--- src/rtl/cycle_tally_pkg.sv ---
// Package: shared types for the cycle tally block.
// Assumes privilege level 2 is the hypervisor level.
package cycle_tally_pkg;

    // Privilege levels as seen on cur_level
    typedef enum logic [1:0] {
        LVL_USER = 2'd0,
        LVL_KERN = 2'd1,
        LVL_HYP  = 2'd2,
        LVL_MON  = 2'd3
    } lvl_e;

    // Debug-control bits that can stop the cycle counter
    typedef struct packed {
        logic dis_on_prohib;
        logic hyp_prohib;
        logic mon_allow;
        logic mon_cyc_dis;
        logic hyp_cyc_dis;
    } guard_t;

endpackage

--- src/rtl/cyc_gate.sv ---
// Module: cyc_gate
// Decides, purely combinationally, whether the cycle counter may
// advance this clock. Assumes all inputs are stable registered state.
module cyc_gate
    import cycle_tally_pkg::*;
#(
    parameter bit EXT_CYC_DIS = 1'b1
) (
    input  logic       glob_en,
    input  logic       cnt_en,
    input  guard_t     guard,
    input  logic [1:0] cur_level,
    input  logic       secure,
    output logic       count_ok
);

    logic at_hyp;
    logic evt_prohib;
    logic cyc_stop;

    // Level decode and event-prohibit sources
    always_comb begin
        at_hyp     = (lvl_e'(cur_level) == LVL_HYP);
        evt_prohib = (at_hyp && guard.hyp_prohib) || (secure && !guard.mon_allow);
    end

    // Cycle-only disables exist only when the extension is built in
    generate
        if (EXT_CYC_DIS) begin : g_ext
            always_comb cyc_stop = (secure && guard.mon_cyc_dis) ||
                                   (at_hyp && guard.hyp_cyc_dis);
        end else begin : g_noext
            always_comb cyc_stop = 1'b0;
        end
    endgenerate

    // Final permission: enables, then DP-qualified prohibit, then cycle stops
    always_comb begin
        count_ok = glob_en && cnt_en &&
                   !(evt_prohib && guard.dis_on_prohib) &&
                   !cyc_stop;
    end

endmodule

--- src/rtl/cyc_prescale.sv ---
// Module: cyc_prescale
// Produces the increment tick. In divide mode it emits one tick per
// 2**PRESC_W permitted clocks; otherwise one per permitted clock.
// Assumes a write or a change of effective divide mode restarts the count.
module cyc_prescale #(
    parameter int PRESC_W = 6
) (
    input  logic clk,
    input  logic rst_n,
    input  logic div_sel,
    input  logic long_mode,
    input  logic count_ok,
    input  logic wr_en,
    output logic tick
);

    localparam logic [PRESC_W-1:0] PRESC_LAST = {PRESC_W{1'b1}};

    logic               div_active;
    logic               div_q;
    logic [PRESC_W-1:0] presc_q;
    logic [PRESC_W-1:0] presc_eff;
    logic [PRESC_W-1:0] presc_d;

    // Effective divide mode: long mode cancels the divider
    always_comb div_active = div_sel && !long_mode;

    // Prescaler value seen this clock, zero on a mode change
    always_comb presc_eff = (div_active != div_q) ? '0 : presc_q;

    // Tick and next prescaler value
    always_comb begin
        tick    = count_ok && (!div_active || (presc_eff == PRESC_LAST));
        presc_d = presc_eff;
        if (wr_en) begin
            presc_d = '0;
        end else if (count_ok && div_active) begin
            presc_d = presc_eff + 1'b1;
        end
    end

    // Prescaler and mode history registers
    always_ff @(posedge clk) begin
        if (!rst_n) begin
            presc_q <= '0;
            div_q   <= 1'b0;
        end else begin
            presc_q <= presc_d;
            div_q   <= div_active;
        end
    end

endmodule

--- src/rtl/cyc_accum.sv ---
// Module: cyc_accum
// Holds the count, applies writes and ticks, and flags a wrap at the
// short or long boundary. Assumes CNT_W is larger than LOW_W.
module cyc_accum #(
    parameter int CNT_W = 64,
    parameter int LOW_W = 32
) (
    input  logic             clk,
    input  logic             rst_n,
    input  logic             tick,
    input  logic             long_mode,
    input  logic             wr_en,
    input  logic [CNT_W-1:0] wr_data,
    output logic [CNT_W-1:0] count,
    output logic             ovf_pulse
);

    logic [CNT_W-1:0] cnt_q;
    logic             ovf_q;
    logic             low_full;
    logic             all_full;
    logic             wraps;

    // Boundary detection on the current value
    always_comb begin
        low_full = &cnt_q[LOW_W-1:0];
        all_full = &cnt_q;
        wraps    = long_mode ? all_full : low_full;
    end

    // Count register: write wins over tick
    always_ff @(posedge clk) begin
        if (!rst_n) begin
            cnt_q <= '0;
        end else if (wr_en) begin
            cnt_q <= wr_data;
        end else if (tick) begin
            cnt_q <= cnt_q + 1'b1;
        end
    end

    // Overflow pulse, one clock, aligned with the wrapped value
    always_ff @(posedge clk) begin
        if (!rst_n) begin
            ovf_q <= 1'b0;
        end else begin
            ovf_q <= !wr_en && tick && wraps;
        end
    end

    assign count     = cnt_q;
    assign ovf_pulse = ovf_q;

endmodule

--- src/rtl/cycle_tally.sv ---
// Module: cycle_tally (top)
// 64-bit cycle counter with a divide-by-64 prescaler, long overflow mode
// and a layered prohibit chain. Assumes all control inputs are synchronous.
module cycle_tally
    import cycle_tally_pkg::*;
#(
    parameter int CNT_W       = 64,
    parameter int LOW_W       = 32,
    parameter int PRESC_W     = 6,
    parameter bit EXT_CYC_DIS = 1'b1
) (
    input  logic             clk,
    input  logic             rst_n,
    input  logic             glob_en,
    input  logic             cnt_en,
    input  logic             div_sel,
    input  logic             long_mode,
    input  logic             dis_on_prohib,
    input  logic             hyp_prohib,
    input  logic             mon_allow,
    input  logic             mon_cyc_dis,
    input  logic             hyp_cyc_dis,
    input  logic [1:0]       cur_level,
    input  logic             secure,
    input  logic             wr_en,
    input  logic [CNT_W-1:0] wr_data,
    output logic [CNT_W-1:0] count,
    output logic             ovf_pulse
);

    guard_t guard;
    logic   count_ok;
    logic   tick;

    // Collect the guard bits
    always_comb begin
        guard.dis_on_prohib = dis_on_prohib;
        guard.hyp_prohib    = hyp_prohib;
        guard.mon_allow     = mon_allow;
        guard.mon_cyc_dis   = mon_cyc_dis;
        guard.hyp_cyc_dis   = hyp_cyc_dis;
    end

    cyc_gate #(.EXT_CYC_DIS(EXT_CYC_DIS)) u_gate (
        .glob_en   (glob_en),
        .cnt_en    (cnt_en),
        .guard     (guard),
        .cur_level (cur_level),
        .secure    (secure),
        .count_ok  (count_ok)
    );

    cyc_prescale #(.PRESC_W(PRESC_W)) u_presc (
        .clk       (clk),
        .rst_n     (rst_n),
        .div_sel   (div_sel),
        .long_mode (long_mode),
        .count_ok  (count_ok),
        .wr_en     (wr_en),
        .tick      (tick)
    );

    cyc_accum #(.CNT_W(CNT_W), .LOW_W(LOW_W)) u_acc (
        .clk       (clk),
        .rst_n     (rst_n),
        .tick      (tick),
        .long_mode (long_mode),
        .wr_en     (wr_en),
        .wr_data   (wr_data),
        .count     (count),
        .ovf_pulse (ovf_pulse)
    );

endmodule

--- config.mk ---
export PLATFORM = sky130hd
export DESIGN_NAME = cycle_tally
export DESIGN_NICKNAME = d
export VERILOG_FILES = /design/src/rtl/cycle_tally_pkg.sv /design/src/rtl/cyc_gate.sv /design/src/rtl/cyc_prescale.sv /design/src/rtl/cyc_accum.sv /design/src/rtl/cycle_tally.sv
export SDC_FILE = /design/constraint.sdc
export NUM_CORES = 1
export LEC_CHECK = 0
export BUFFER_PORTS_ARGS = -buffer_cell sky130_fd_sc_hd__buf_2
export CORE_MARGIN = 2
export CORE_UTILIZATION = 50
export DETAILED_ROUTE_END_ITERATION = 8
export PLACE_DENSITY = 0.8
export SETUP_SLACK_MARGIN = 0.1
export SYNTH_ARGS = -nofsm -noshare
export SYNTH_HDL_FRONTEND = slang
export SYNTH_SLANG_ARGS = --single-unit
--- constraint.sdc ---
create_clock -name clk -period 3.4 [get_ports clk]
set_input_delay 0.68 -clock clk [delete_from_list [all_inputs] [get_ports clk]]
set_output_delay 0.68 -clock clk [all_outputs]
set_load 0.01 [all_outputs]
==> summary.md <==
| Metric | Value |
|---|---|
| Clk_skew | `0.00839 ns` |
| Fin Hold WS | `0.516 ns` |
| Required time of the critical path | `3.63 ns` |
| Peak VDD IR | `0.198 mV` |
| Largest stage delay, worst path | `0.65 ns` |
| GP Congestion | `0.915` |
| CP Cell Sequence | `buf_2, nor2b_1, xnor2_1, and2_1, ha_1, nand4_1, o21a_1, or4_1, nor4_1, xnor2_1, a21oi_1` |
| Final worst-path cycle share | `0.896` |
| Slowest CP cell | `or4_1` |
| Post-synthesis compound-gate area fraction | `0.170` |
| Routed Antenna Nets | `0` |
| Worst setup SP type | `primary input` |
| Ys flop type | `dfxtp_1` |
| Crit path time final | `3.05 ns` |
| Crit-path max FO | `5` |
| Core ar. | `7770 um^2` |
| CP most frequent cell | `xnor2_1` |
| Worst reg2reg path depth | `9` |
| Number of global-route vias before repair | `4,121` |
| Finish-stage setup viols | `0` |
| Inserted Clock Buffers | `9` |
| Clk slew on worst S/H paths | `0.08 ns` |
| Status | `finished clean` |
| Mux share of post-synthesis cell area | `0.00249` |
| Synthesis Warnings | `0` |
| Cells after Synth | `506` |
| Adder-cell area share of the yosys netlist | `0.00622` |
| TNS Setup | `0 ns` |
| First-pass GRT wire length | `19,600 um` |
| Nets | `728` |
| Share of cells above drive strength 1 | `0.288` |
| Port-buffer cells | `143` |
| Leading area contributor after synthesis | `dfxtp_1` |
| CTS root buffer | `clkbuf_8` |
| TritonCTS clock tree | `built` |
| WS Path Type | `primary input to flop` |
| End of the worst register-to-register path | `u_acc.count[54]` |
| CTS resizes | `0` |
| Setup slack, reg-to-reg | `0.55 ns` |
| Largest family of logic cells by synthesized area | `simple AND/OR/NAND/NOR gates` |
| DIE WIDTH | `93.7 um` |
| # diodes | `0` |
| Hold Startpoint | `u_acc.count[1]` |
| DP HPWL | `8910 um` |
| GRT Total Usage | `0.280` |
| Max clock buf depth | `2` |
| GR Util met1 | `0.357` |
| Average vias per placed instance | `5.74` |
| Synth Area in Simple Gates | `0.279` |
| Cts hold-fix bufs | `0` |
| Largest net degree at the start of global routing | `79` |
| Worst slew pin tran | `0.684 ns` |
| DR vias | `4,331` |
| Post-synthesis async set-or-reset flop share | `0` |
| Grt met3 use | `0.0498` |
| Element type at the critical path end | `flop` |
| CP arrival | `3.28 ns` |
| Die area | `8780 um^2` |
| Sequential-to-total area share from yosys stat | `0.358` |
| Final-report hold violation count | `0` |
| Hold endpoint | `u_acc.count[1]` |
| First-pass DRT Iterations | `6` |
| Xor/xnor cell area share of the yosys netlist | `0.148` |
| Fmax | `328 MHz` |
| Met2 usage | `0.465` |
| Crit path buf inv count | `1` |
| Antenna violations before repair | `0` |
| Power density cells | `407 nW/um^2` |
| Hold WC Path Type | `flop to flop` |
| Die height | `93.7 um` |
| Source of the worst register-to-register timing path | `u_presc.div_q` |
| Post-CTS setup buffers | `0` |
| Commonest cells after routing, fill and taps aside | `143 x buf_2, 72 x dfxtp_1, 63 x o21ai_0` |
| WL/cell | `16.0 um` |
| RSZ-0062 raised after global routing | `false` |
| Area contributors post-synth | `dfxtp_1 36%, o21ai_0 7.8%, xnor2_1 7.4%` |
| Slew Viols, Final | `0` |
| Commonest non-fill, non-tap cell in the layout | `buf_2` |
| Initial DRC count | `247` |
| Max-slew headroom | `0.540` |
| Total of max-cap violations | `0` |
| Final Util | `0.659` |
| H-tree depth | `3` |
| #FFs+latches synth | `72` |
| Starting density of the core | `0.518` |
| Mapped Area | `4020 um^2` |
| Worst hold stages | `2` |
| Yosys top cell area share | `0.358` |
| Mapped Nets | `587` |
| DRC Markers | `0` |
| Cell variety after synth | `41` |
| Delay-heaviest family, CP | `simple AND/OR/NAND/NOR gates` |
| Pleak | `1.98 nW` |
| Top Ports | `144` |
| Post-synth EDFFs | `0` |
| Worst-Skew Late Latency | `0.36 ns` |
| Area grow syn2layout | `27.2%` |
| DRT Wirelength | `12,100 um` |
| Syn_area_per_cell | `7.95 um^2` |
| Clock sink count | `72` |
| Most used routing layer | `met2` |
| Global route overflow | `0` |
| Core Rows | `32` |
==> report_power, final <==
part	switching [mW]	internal, mW	leakage (nW)
sequential	0.0723	0.896	0.597
combinational	0.148	0.128	1.27
clock	0.350	0.488	0.119
total	0.571	1.51	1.98
==> state kept, by name (all words and copies together) (netlist names) <==
name	count
u_acc.count	64
u_presc.div_q	1
u_presc.presc_q	6
u_acc.ovf_pulse	1
==> through the flow <==
stage / std cells / area [um^2] / power (mW) / setup WS [ns]
6_report: 754 / 5110 / 2.08 / 0.354
5_1_grt: 754 / 5110 / 2.16 / 0.193
4_1_cts: 754 / 5110 / 2.09 / 0.378
3_5_place_dp: 738 / 4870 / 1.26 / 0.0269
3_3_place_gp: 738 / 4870 / 1.25 / 0.150
2_1_floorplan: 506 / 4020 / 1.12 / 0.296
==> Yosys cell counts, types with 2 or more instances <==
cell       n
a21oi_1   57
a31oi_1    2
and2_1    10
and3_1     7
and4_1     7
clkbuf_1  23
dfxtp_1   72
ha_1       2
inv_1      8
nand2_1   34
nand2b_1   2
nand3_1   38
nand4_1   29
nor2_1    25
nor3_1    15
nor4_1    14
nor4_2     7
o211ai_1   2
o21ai_0   63
o21ba_2    2
xnor2_1   34
xor2_1    34
==> per-layer routing <==
layer | vias to the layer above | wire length, um
met5 | - | 0
met4 | 0 | 279
met3 | 27 | 990
met2 | 199 | 5830
met1 | 1986 | 4990
li1 | 2119 | -
==> worst reg2reg max path, cell delays in order (launching register included) <==
cell and delay (ns):
dfxtp_1 0.33, xnor2_1 0.29, and2_1 0.23, ha_1 0.20
nand4_1 0.15, o21a_1 0.23, or4_1 0.65, nor4_1 0.38
xnor2_1 0.16, a21oi_1 0.09
==> worst max-delay path by stage <==
stage          depth (start not counted)         endpoint  slack [ns]  startpoint
2_1_floorplan                         10  u_acc.count[54]        0.30     div_sel
3_3_place_gp                          11  u_acc.count[54]        0.15   long_mode
3_5_place_dp                          11  u_acc.count[54]        0.03     div_sel
4_1_cts                               11  u_acc.count[54]        0.38     div_sel
5_1_grt                               11  u_acc.count[54]        0.19     div_sel
6_report                              11  u_acc.count[54]        0.35     div_sel
==> logic make-up (layout without fill, tap and decap cells) <==
group / Yosys count / in the layout
xor gates and xnor gates: 68 / 68
DFF: 72 / 72
AOI/OAI and AO/OA: 131 / 131
muxes: 1 / 1
buffers and inverters: 35 / 181
adders and majority gates: 2 / 2
and+or+nand+nor: 197 / 197
==> layout make-up <==
type | instances | area, um^2
Fill cell | 678 | 2650
Clock buffer | 9 | 124
Tap cell | 102 | 128
Multi-Input combinational cell | 399 | 2440
Clock inverter | 7 | 120
Timing Repair Buffer | 156 | 826
Sequential cell | 72 | 1440
Inverter | 9 | 33.8
No activity file was read; power rests on OpenSTA's default activity.
